===== src/rtl/gpl_pkg.sv =====
package gpl_pkg;

   localparam logic [31:0] GPL_ID_WORD = 32'hFEEDBACC;

   localparam logic [31:0] OFS_ID   = 32'h0000_0000;
   localparam logic [31:0] OFS_PDIR = 32'h0000_0010;
   localparam logic [31:0] OFS_NDIR = 32'h0000_0014;
   localparam logic [31:0] OFS_POUT = 32'h0000_0018;
   localparam logic [31:0] OFS_NOUT = 32'h0000_001C;
   localparam logic [31:0] OFS_PIN  = 32'h0000_0020;
   localparam logic [31:0] OFS_NIN  = 32'h0000_0024;
   localparam logic [31:0] OFS_LED  = 32'h0000_0030;

   typedef enum logic [3:0] {
      SEL_NONE,
      SEL_ID,
      SEL_PDIR,
      SEL_NDIR,
      SEL_POUT,
      SEL_NOUT,
      SEL_PIN,
      SEL_NIN,
      SEL_LED
   } reg_sel_e;

   // Exact match on the byte offset; anything else is unmapped.
   function automatic reg_sel_e gpl_decode(input logic [31:0] ofs);
      reg_sel_e s;
      case (ofs)
         OFS_ID:   s = SEL_ID;
         OFS_PDIR: s = SEL_PDIR;
         OFS_NDIR: s = SEL_NDIR;
         OFS_POUT: s = SEL_POUT;
         OFS_NOUT: s = SEL_NOUT;
         OFS_PIN:  s = SEL_PIN;
         OFS_NIN:  s = SEL_NIN;
         OFS_LED:  s = SEL_LED;
         default:  s = SEL_NONE;
      endcase
      return s;
   endfunction

endpackage


===== src/rtl/gpl_bus_port.sv =====
module gpl_bus_port
   import gpl_pkg::*;
#(
   parameter int ADDR_W = 20
) (
   input  logic              clk,
   input  logic              rst_n,
   input  logic              wr,
   input  logic              rd,
   input  logic [ADDR_W-1:0] addr,
   output reg_sel_e          sel,
   output logic              wr_en,
   output logic              rd_en,
   output logic              ack
);
   logic [31:0] addr_ext;

   generate
      if (ADDR_W < 32) begin : g_pad
         assign addr_ext = {{(32-ADDR_W){1'b0}}, addr};
      end else begin : g_trim
         assign addr_ext = addr[31:0];
      end
   endgenerate

   assign sel   = gpl_decode(addr_ext);
   assign wr_en = wr;
   assign rd_en = rd;

   always_ff @(posedge clk) begin
      if (!rst_n) ack <= 1'b0;
      else        ack <= wr | rd;
   end
endmodule


===== src/rtl/gpl_gpio_row.sv =====
module gpl_gpio_row #(
   parameter int W      = 8,
   parameter int SYNC_N = 2
) (
   input  logic         clk,
   input  logic         rst_n,
   input  logic         dir_we,
   input  logic         out_we,
   input  logic [W-1:0] wdata,
   input  logic [W-1:0] pin_i,
   output logic [W-1:0] dir_q,
   output logic [W-1:0] out_q,
   output logic [W-1:0] in_q,
   output logic [W-1:0] pin_o,
   output logic [W-1:0] pin_oe
);
   logic [W-1:0] stage [SYNC_N];

   always_ff @(posedge clk) begin
      if (!rst_n) begin
         dir_q <= '0;
         out_q <= '0;
      end else begin
         if (dir_we) dir_q <= wdata;
         if (out_we) out_q <= wdata;
      end
   end

   always_ff @(posedge clk) begin
      if (!rst_n) begin
         for (int i = 0; i < SYNC_N; i++) stage[i] <= '0;
      end else begin
         stage[0] <= pin_i;
         for (int i = 1; i < SYNC_N; i++) stage[i] <= stage[i-1];
      end
   end

   assign in_q = stage[SYNC_N-1];

   genvar b;
   generate
      for (b = 0; b < W; b++) begin : g_pin
         assign pin_oe[b] = dir_q[b];
         assign pin_o[b]  = dir_q[b] & out_q[b];
      end
   endgenerate
endmodule


===== src/rtl/gpl_sample_path.sv =====
module gpl_sample_path #(
   parameter int SW = 14,
   parameter int CH = 2
) (
   input  logic signed [SW-1:0] din  [CH],
   output logic signed [SW-1:0] dout [CH]
);
   genvar c;
   generate
      for (c = 0; c < CH; c++) begin : g_ch
         // Insertion point for later per-channel processing.
         assign dout[c] = din[c];
      end
   endgenerate
endmodule


===== src/rtl/gpl_periph.sv =====
module gpl_periph
   import gpl_pkg::*;
#(
   parameter int GPIO_W = 8,
   parameter int ADDR_W = 20,
   parameter int DATA_W = 32,
   parameter int LED_W  = 8,
   parameter int SMP_W  = 14,
   parameter int SYNC_N = 2
) (
   input  logic                    clk,
   input  logic                    rst_n,
   input  logic                    bus_wr,
   input  logic                    bus_rd,
   input  logic [ADDR_W-1:0]       bus_addr,
   input  logic [DATA_W-1:0]       bus_wdata,
   output logic [DATA_W-1:0]       bus_rdata,
   output logic                    bus_ack,
   input  logic [GPIO_W-1:0]       p_pin_i,
   output logic [GPIO_W-1:0]       p_pin_o,
   output logic [GPIO_W-1:0]       p_pin_oe,
   input  logic [GPIO_W-1:0]       n_pin_i,
   output logic [GPIO_W-1:0]       n_pin_o,
   output logic [GPIO_W-1:0]       n_pin_oe,
   output logic [LED_W-1:0]        led,
   input  logic signed [SMP_W-1:0] adc_a_i,
   input  logic signed [SMP_W-1:0] adc_b_i,
   output logic signed [SMP_W-1:0] adc_a_o,
   output logic signed [SMP_W-1:0] adc_b_o,
   input  logic signed [SMP_W-1:0] dac_a_i,
   input  logic signed [SMP_W-1:0] dac_b_i,
   output logic signed [SMP_W-1:0] dac_a_o,
   output logic signed [SMP_W-1:0] dac_b_o
);
   localparam int NROW  = 2;
   localparam int NCH   = 2;
   localparam int ROW_P = 0;
   localparam int ROW_N = 1;

   generate
      if (DATA_W != 32) begin : g_chk_dw
         $error("gpl_periph: DATA_W must be 32");
      end
      if (GPIO_W < 1 || GPIO_W > DATA_W) begin : g_chk_gw
         $error("gpl_periph: GPIO_W must be 1..DATA_W");
      end
      if (LED_W < 1 || LED_W > DATA_W) begin : g_chk_lw
         $error("gpl_periph: LED_W must be 1..DATA_W");
      end
      if (ADDR_W < 8 || ADDR_W > 32) begin : g_chk_aw
         $error("gpl_periph: ADDR_W must be 8..32");
      end
      if (SYNC_N < 2) begin : g_chk_sync
         $error("gpl_periph: SYNC_N must be at least 2");
      end
   endgenerate

   reg_sel_e sel;
   logic     wr_en, rd_en;

   gpl_bus_port #(.ADDR_W(ADDR_W)) u_port (
      .clk   (clk),
      .rst_n (rst_n),
      .wr    (bus_wr),
      .rd    (bus_rd),
      .addr  (bus_addr),
      .sel   (sel),
      .wr_en (wr_en),
      .rd_en (rd_en),
      .ack   (bus_ack)
   );

   logic [GPIO_W-1:0] row_pin_i  [NROW];
   logic [GPIO_W-1:0] row_dir    [NROW];
   logic [GPIO_W-1:0] row_out    [NROW];
   logic [GPIO_W-1:0] row_in     [NROW];
   logic [GPIO_W-1:0] row_pin_o  [NROW];
   logic [GPIO_W-1:0] row_pin_oe [NROW];

   assign row_pin_i[ROW_P] = p_pin_i;
   assign row_pin_i[ROW_N] = n_pin_i;
   assign p_pin_o  = row_pin_o[ROW_P];
   assign p_pin_oe = row_pin_oe[ROW_P];
   assign n_pin_o  = row_pin_o[ROW_N];
   assign n_pin_oe = row_pin_oe[ROW_N];

   genvar r;
   generate
      for (r = 0; r < NROW; r++) begin : g_row
         localparam reg_sel_e DIR_SEL = (r == ROW_P) ? SEL_PDIR : SEL_NDIR;
         localparam reg_sel_e OUT_SEL = (r == ROW_P) ? SEL_POUT : SEL_NOUT;
         gpl_gpio_row #(.W(GPIO_W), .SYNC_N(SYNC_N)) u_row (
            .clk    (clk),
            .rst_n  (rst_n),
            .dir_we (wr_en && sel == DIR_SEL),
            .out_we (wr_en && sel == OUT_SEL),
            .wdata  (bus_wdata[GPIO_W-1:0]),
            .pin_i  (row_pin_i[r]),
            .dir_q  (row_dir[r]),
            .out_q  (row_out[r]),
            .in_q   (row_in[r]),
            .pin_o  (row_pin_o[r]),
            .pin_oe (row_pin_oe[r])
         );
      end
   endgenerate

   logic [LED_W-1:0] led_q;
   always_ff @(posedge clk) begin
      if (!rst_n)                      led_q <= '0;
      else if (wr_en && sel == SEL_LED) led_q <= bus_wdata[LED_W-1:0];
   end
   assign led = led_q;

   function automatic logic [DATA_W-1:0] zx_gpio(input logic [GPIO_W-1:0] v);
      logic [DATA_W-1:0] t;
      t = '0;
      t[GPIO_W-1:0] = v;
      return t;
   endfunction

   function automatic logic [DATA_W-1:0] zx_led(input logic [LED_W-1:0] v);
      logic [DATA_W-1:0] t;
      t = '0;
      t[LED_W-1:0] = v;
      return t;
   endfunction

   logic [DATA_W-1:0] rd_mux;
   always_comb begin
      case (sel)
         SEL_ID:   rd_mux = GPL_ID_WORD;
         SEL_PDIR: rd_mux = zx_gpio(row_dir[ROW_P]);
         SEL_NDIR: rd_mux = zx_gpio(row_dir[ROW_N]);
         SEL_POUT: rd_mux = zx_gpio(row_out[ROW_P]);
         SEL_NOUT: rd_mux = zx_gpio(row_out[ROW_N]);
         SEL_PIN:  rd_mux = zx_gpio(row_in[ROW_P]);
         SEL_NIN:  rd_mux = zx_gpio(row_in[ROW_N]);
         SEL_LED:  rd_mux = zx_led(led_q);
         default:  rd_mux = '0;
      endcase
   end

   always_ff @(posedge clk) begin
      if (!rst_n)     bus_rdata <= '0;
      else if (rd_en) bus_rdata <= rd_mux;
      else            bus_rdata <= '0;
   end

   logic signed [SMP_W-1:0] adc_in  [NCH];
   logic signed [SMP_W-1:0] adc_out [NCH];
   logic signed [SMP_W-1:0] dac_in  [NCH];
   logic signed [SMP_W-1:0] dac_out [NCH];

   assign adc_in[0] = adc_a_i;
   assign adc_in[1] = adc_b_i;
   assign dac_in[0] = dac_a_i;
   assign dac_in[1] = dac_b_i;
   assign adc_a_o   = adc_out[0];
   assign adc_b_o   = adc_out[1];
   assign dac_a_o   = dac_out[0];
   assign dac_b_o   = dac_out[1];

   gpl_sample_path #(.SW(SMP_W), .CH(NCH)) u_adc_path (
      .din  (adc_in),
      .dout (adc_out)
   );

   gpl_sample_path #(.SW(SMP_W), .CH(NCH)) u_dac_path (
      .din  (dac_in),
      .dout (dac_out)
   );
endmodule


===== config.mk =====
export PLATFORM = sky130hd
export DESIGN_NAME = gpl_periph
export DESIGN_NICKNAME = d
export VERILOG_FILES = /design/src/rtl/gpl_pkg.sv /design/src/rtl/gpl_bus_port.sv /design/src/rtl/gpl_gpio_row.sv /design/src/rtl/gpl_sample_path.sv /design/src/rtl/gpl_periph.sv
export SDC_FILE = /design/constraint.sdc
export NUM_CORES = 1
export LEC_CHECK = 0
export BUFFER_PORTS_ARGS = -buffer_cell sky130_fd_sc_hd__buf_4
export CAP_MARGIN = 20
export CORE_MARGIN = 2
export CORE_UTILIZATION = 45
export CTS_CLUSTER_DIAMETER = 40
export CTS_CLUSTER_SIZE = 10
export DETAILED_ROUTE_END_ITERATION = 10
export PLACE_DENSITY_LB_ADDON = 0.08
export SYNTH_ARGS = -nofsm -noshare
export SYNTH_HDL_FRONTEND = slang
export SYNTH_HIERARCHICAL = 1
export SYNTH_SLANG_ARGS = --single-unit

===== constraint.sdc =====
create_clock -name clk -period 3.1 [get_ports clk]
set_input_delay 0.155 -clock clk [delete_from_list [all_inputs] [get_ports clk]]
set_output_delay 0.155 -clock clk [all_outputs]
set_load 0.01 [all_outputs]

# [Yosys cells after proc, flatten, opt, wreduce, memory -nomap -nowiden]
# Memory sizes are Yosys's and may differ from the RTL's.
# Cells that the tools add are included.
[totals] inputBits=128 output_inout_bits=129 reg_bits=73 ram_bits=32 mem_count=2
[classes] eq_ne=15 bitwise=21 mux=8 reduce_logical=7
[mem_list] memory="g_row[0].u_row.stage" depth=2 width=8 read_ports=2 rd_ports_with_merged_regs=0 write_ports=2 line_no="gpl_gpio_row.sv:17" rtl="logic [W-1:0] stage [SYNC_N];"
[mem_list] memory="g_row[1].u_row.stage" depth=2 width=8 read_ports=2 rd_ports_with_merged_regs=0 write_ports=2 line_no="gpl_gpio_row.sv:17"
[op_table] cell="32-bit case mux with 8 select lines" count=1
[op_table] cell="20-bit by 5-bit == test with 1-bit output, second input constant" count=4
[op_table] cell="20-bit by 6-bit == test with 1-bit output, second input constant" count=3
[op_table] cell="32-bit logical NOT" count=1
[op_table] cell="8-bit two-way mux" count=4
[op_table] cell="4-bit case mux with 8 select lines" count=1
[op_table] cell="1-bit bitwise AND" count=16
[op_table] cell="4-bit by 3-bit == test with 1-bit output, second input constant" count=4
[op_table] cell="4-bit by 2-bit == test with 1-bit output, second input constant" count=2
[op_table] cell="1-bit logical AND" count=5
[op_table] cell="1-bit bitwise OR" count=5
[op_table] cell="4-bit by 1-bit == test with 1-bit output, second input constant" count=1
[op_table] cell="4-bit == test, second input constant" count=1
[op_table] cell="1-bit two-way mux" count=2
[op_table] cell="2-bit AND reduction" count=1

# [Depth between registers and ports, before layout]
[logic_depth] depth_word=4 ltp_mapped=11 depth_no_buf=8

# [By module]
# Netlist, hierarchy kept.
[by_module_without_submodules] mod="gpl_gpio_row" area_per_inst_um2=1208.7 cells_each=109 instances=2 seq_area_each_um2=640.6
[by_module_without_submodules] mod="gpl_periph" area_per_inst_um2=1559.0 cells_each=191 instances=1 seq_area_each_um2=340.3
[by_module_without_submodules] mod="gpl_sample_path" area_per_inst_um2=210.2 cells_each=28 instances=2 seq_area_each_um2=0.0
[by_module_without_submodules] mod="gpl_bus_port" area_per_inst_um2=163.9 cells_each=20 instances=1 seq_area_each_um2=20.0

# [Least setup slack after synthesis]
# Ideal clock, no wire load.
[synth_timing] path_type="input to register" start="in bus_addr[1]" end="reg g_row[0].u_row.dir_q[0]" t_arrival_ns=2.110 path_slack_ns=0.874 t_required_ns=2.984 n_path_buf=3 cell_stages=10 cell_sequence="nor4_1 nand4_1 nor3_1 buf_4 buf_2 inv_1 nor3_1 buf_6 mux2i_1 nor2b_1"
[synth_via] elab_chain_len=4
[synth_lines] item="start: declaration" line_no="gpl_periph.sv:15" rtl="input logic [ADDR_W-1:0] bus_addr,"
[synth_lines] item="20-bit by 6-bit == test with 1-bit output (tied with other cells)" line_no="gpl_pkg.sv:29" rtl="case (ofs)"
[synth_lines] item="4-bit case mux with 8 select lines (*)" line_no="gpl_pkg.sv:29"
[synth_lines] item="net sel[1]" line_no="gpl_periph.sv:58" rtl="reg_sel_e sel;"
[synth_lines] item="4-bit by 2-bit == test with 1-bit output (*)" line_no="gpl_periph.sv:95" rtl=".dir_we (wr_en && sel == DIR_SEL),"
[synth_lines] item="1-bit logical AND (*)" line_no="gpl_periph.sv:95"
[synth_lines] item="end signal: assignment" line_no="gpl_gpio_row.sv:24" rtl="if (dir_we) dir_q <= wdata;"
[synth_lines] item="end: declaration" line_no="gpl_gpio_row.sv:11" rtl="output logic [W-1:0] dir_q,"
# Mark *: on every way through the listed nets, which the timed path passes. The rest lies on a longest branch.
# A chain may end at the register's enable or synchronous reset.

# [Worst setup path in the final report]
[layout_timing] start="in bus_addr[1]" end="reg bus_rdata[0]"
[layout_via] elab_chain_len=4
[layout_lines] item="20-bit by 6-bit == test with 1-bit output (tied with other cells)" line_no="gpl_pkg.sv:29"
[layout_lines] item="4-bit case mux with 8 select lines (*)" line_no="gpl_pkg.sv:29"
[layout_lines] item="net sel[3]" line_no="gpl_periph.sv:58"
[layout_lines] item="4-bit == test (tied with other cells)" line_no="gpl_periph.sv:131" rtl="case (sel)"
[layout_lines] item="32-bit case mux with 8 select lines (*)" line_no="gpl_periph.sv:131"
[layout_lines] item="end signal: assignment" line_no="gpl_periph.sv:146" rtl="else if (rd_en) bus_rdata <= rd_mux;"
[layout_lines] item="end: declaration" line_no="gpl_periph.sv:17" rtl="output logic [DATA_W-1:0] bus_rdata,"
# Marks and branches as above.

==> flow_summary.json <==
{
  "outcome": "finished clean",
  "worst_ir_drop_vdd_v": 0.000170,
  "total_setup_violations_reported_at_the_end_of_the_flow": 0,
  "power_leakage_nw": 2.10,
  "critPathKind": "in -> reg",
  "fin_max_slew_vios": 0,
  "critical_path_cell_by_cell": "buf_4 -> nor4_1 -> nand4_1 -> nor4b_2 -> nor4b_2 -> buf_4 -> nand2_1 -> a41oi_1",
  "grt.overflow.total": 0,
  "hold_path.class": "in -> reg",
  "worst_skew_pair.late_latency_ns": 0.36,
  "dpl_cell_area_sq_um": 4700,
  "fin_util": 0.513,
  "crit_path_top_delay_cell": "sky130_fd_sc_hd__nor4b_2",
  "core-area_sq_um": 9820,
  "grt_pass1_vias": 3233,
  "postLayoutSetupSlackWorst_ns": 0.750,
  "floorplan.die.height_um": 105,
  "finalWorstPathRequiredPeriod_ns": 2.35,
  "drt_first_iter_violations": 215,
  "cts_inserted_buffers": 9,
  "cts_root_buf": "sky130_fd_sc_hd__clkbuf_8",
  "most-common-layout-cells": "sky130_fd_sc_hd__buf_4 (127), sky130_fd_sc_hd__dfxtp_1 (82), sky130_fd_sc_hd__and2_1 (48), sky130_fd_sc_hd__nor2b_1 (36), sky130_fd_sc_hd__mux2i_1 (34)",
  "combinational_family_with_the_most_area_after_synthesis": "simple AND/OR/NAND/NOR gates",
  "total_drc_errors_in_the_routed_layout": 0,
  "io_buffers": 114,
  "worst_slew_pin_slew_ns": 0.785,
  "sequential_cell_area_in_the_final_layout_sq_um": 1640,
  "clock_sinks": 82,
  "max_cap_violations": 0,
  "timing.critical_path.required_ns": 3.35,
  "hold_viol": 0,
  "via_count": 3267,
  "hold_ws_ns": 0.0102,
  "share_of_the_synthesized_area_in_compound_gates_ao_oa_aoi_oai": 0.0809,
  "critical-path-max-stage-delay_ns": 0.70,
  "type_of_element_launching_the_critical_path": "input port",
  "number_of_synthesized_register_bits": 82,
  "yosys-mux-area-fraction": 0.0820,
  "timing.final.crit_share": 0.758,
  "post-place-ws_ns": 0.145,
  "numPlacedInstances": 609,
  "grt_usage": 0.198,
  "timing.slew.headroom": 0.475,
  "syn-instance-count": 485,
  "crit_path_buf_inv_count": 2,
  "clk_transition_reported_paths_ns": 0.09,
  "max_clock_freq_ghz": 0.425,
  "setup-tns-final_ns": 0,
  "synth_xor_xnor_area_share": 0.00384,
  "post_cts.resized_instances": 0,
  "multi_input_comb_area_sq_um": 1910,
  "synthesis.area_sq_um": 4560,
  "rsz0062_at_grt": "no",
  "post_route_cells_drive_above_1_share": 0.305,
  "grt_antenna_before_repair": 0,
  "layout-area-overhead-vs-synth_pct": 10.5,
  "grt_pass1_wl_um": 17100,
  "fin_skew_ns": 0.00500,
  "ys.warnings.count": 6,
  "drt.antenna.violating_nets": 0,
  "fin_cells": 641,
  "grt_max_degree": 74,
  "buffer_depth_of_the_longest_clock_path": 2,
  "wl_per_cell_um": 16.9,
  "synth_top_flop_cell": "sky130_fd_sc_hd__dfxtp_1",
  "post-layout-total-power_mw": 1.93,
  "tritoncts": "built",
  "synth.distinct_cells": 47,
  "h_tree_lvls": 3,
  "synth_edf_count": 0,
  "critPathCaptureType": "register",
  "drt-vias-per-instance": 5.10,
  "die-area_sq_um": 11000,
  "detailedPlacementHpwl_um": 7670,
  "postSynthAreaPerCell_sq_um": 9.40,
  "layout_commonest_cell": "sky130_fd_sc_hd__buf_4",
  "critical_path.max_fanout": 12,
  "filler_cell_count": 935,
  "width_of_the_die_um": 105,
  "synth-seq-area-share": 0.360,
  "post_synth_fa_ha_maj_area_fraction": 0,
  "gp_routability_congestion": 0.775,
  "drt_pass1_iterations": 4,
  "design_area_sq_um": 5040,
  "synthArstFlopShare": 0,
  "n_antenna_cell": 0,
  "design.portCount": 257,
  "start_util": 0.464,
  "final_layout_net_count": 631,
  "finalWirelength_um": 10800,
  "row_count": 36,
  "cp_data_arrival_time_ns": 2.60,
  "synth_simple_gate_area_share": 0.245,
  "power.density_cell_area_nw_per_um2": 384,
  "crit_path_leading_delay_family": "simple AND/OR/NAND/NOR gates"
}
cell families after synthesis:
logic type / after synthesis
AND/OR/NAND/NOR: 166
XOR/XNOR: 2
multiplexers: 37
other: 1
buffers and inverters: 144
flip-flops: 82
AO/OA/AOI/OAI: 53
synthesized netlist by cell type, types with 3 or more instances:
cell / count / share of area
sky130_fd_sc_hd__nor2_1: 4 / 0.0033
sky130_fd_sc_hd__clkbuf_2: 6 / 0.0066
sky130_fd_sc_hd__nor2b_1: 36 / 0.049
sky130_fd_sc_hd__a41oi_1: 6 / 0.012
sky130_fd_sc_hd__a32oi_1: 3 / 0.0058
sky130_fd_sc_hd__and3_1: 12 / 0.016
sky130_fd_sc_hd__or3_1: 4 / 0.0055
sky130_fd_sc_hd__nor3_1: 3 / 0.0033
sky130_fd_sc_hd__a21boi_0: 8 / 0.013
sky130_fd_sc_hd__dfxtp_1: 82 / 0.36
sky130_fd_sc_hd__and3b_1: 21 / 0.040
sky130_fd_sc_hd__nand2_1: 7 / 0.0058
sky130_fd_sc_hd__o21ai_0: 16 / 0.018
sky130_fd_sc_hd__o21a_1: 9 / 0.015
sky130_fd_sc_hd__nor4_1: 5 / 0.0069
sky130_fd_sc_hd__mux2i_1: 34 / 0.075
sky130_fd_sc_hd__buf_4: 115 / 0.19
sky130_fd_sc_hd__mux2_2: 3 / 0.0074
sky130_fd_sc_hd__and2_1: 48 / 0.066
sky130_fd_sc_hd__clkbuf_1: 5 / 0.0041
sky130_fd_sc_hd__buf_6: 6 / 0.015
sky130_fd_sc_hd__nand3b_1: 6 / 0.0099
sky130_fd_sc_hd__nor3b_1: 5 / 0.0082
sky130_fd_sc_hd__buf_2: 10 / 0.011
where the power goes:
group	internal [mW]	total, mW	switching [mW]
sequential	1.07	1.08	0.00535
combinational	0.0725	0.120	0.0474
clock	0.306	0.737	0.430
layout make-up:
class                   count  area share
clock buffers               9      0.0246
flip-flops and latches     82       0.326
repair buffers            144       0.224
multi-input cells         264       0.379
well taps                 133      0.0330
inverters                   2     0.00149
clock inverters             7      0.0119
worst paths after layout:
check                                           end  slack [ns]                             startpoint  depth (start not counted)
max                         bus_rdata[0]$_SDFF_PN0_        0.75                            bus_addr[1]                          8
min           g_row[0].u_row/stage[0][7]$_SDFF_PN0_        0.01                             p_pin_i[7]                          2
max reg2reg                 bus_rdata[6]$_SDFF_PN0_        1.91   g_row[1].u_row/dir_q[6]$_SDFFE_PN0P_                          3
min reg2reg  g_row[1].u_row/stage[0][13]$_SDFF_PN0_        0.44  g_row[1].u_row/stage[0][5]$_SDFF_PN0_                          1
sequential cells by signal (all words and copies together), names as in the netlist:
signal             count
bus_rdata              9
g_row.u_row/dir_q     16
g_row.u_row/out_q     16
g_row.u_row/stage     32
led                    8
u_port/ack             1
what timing repair did:
action,4_1_cts,5_1_grt
setup buffers,0,0
hold endpoints to repair,15,0
hold buffers,15,0
metal layers:
metal / wire length (um) / GRT usage / share of wire / vias up
li1: - / - / - / 1556
met1: 4590 / 0.239 / 0.42 / 1540
met2: 5170 / 0.321 / 0.48 / 150
met3: 878 / 0.0661 / 0.081 / 21
met4: 201 / 0.0876 / 0.019 / 0
met5: 0 / 0 / 0 / -
(Power assumes the default switching activity.)
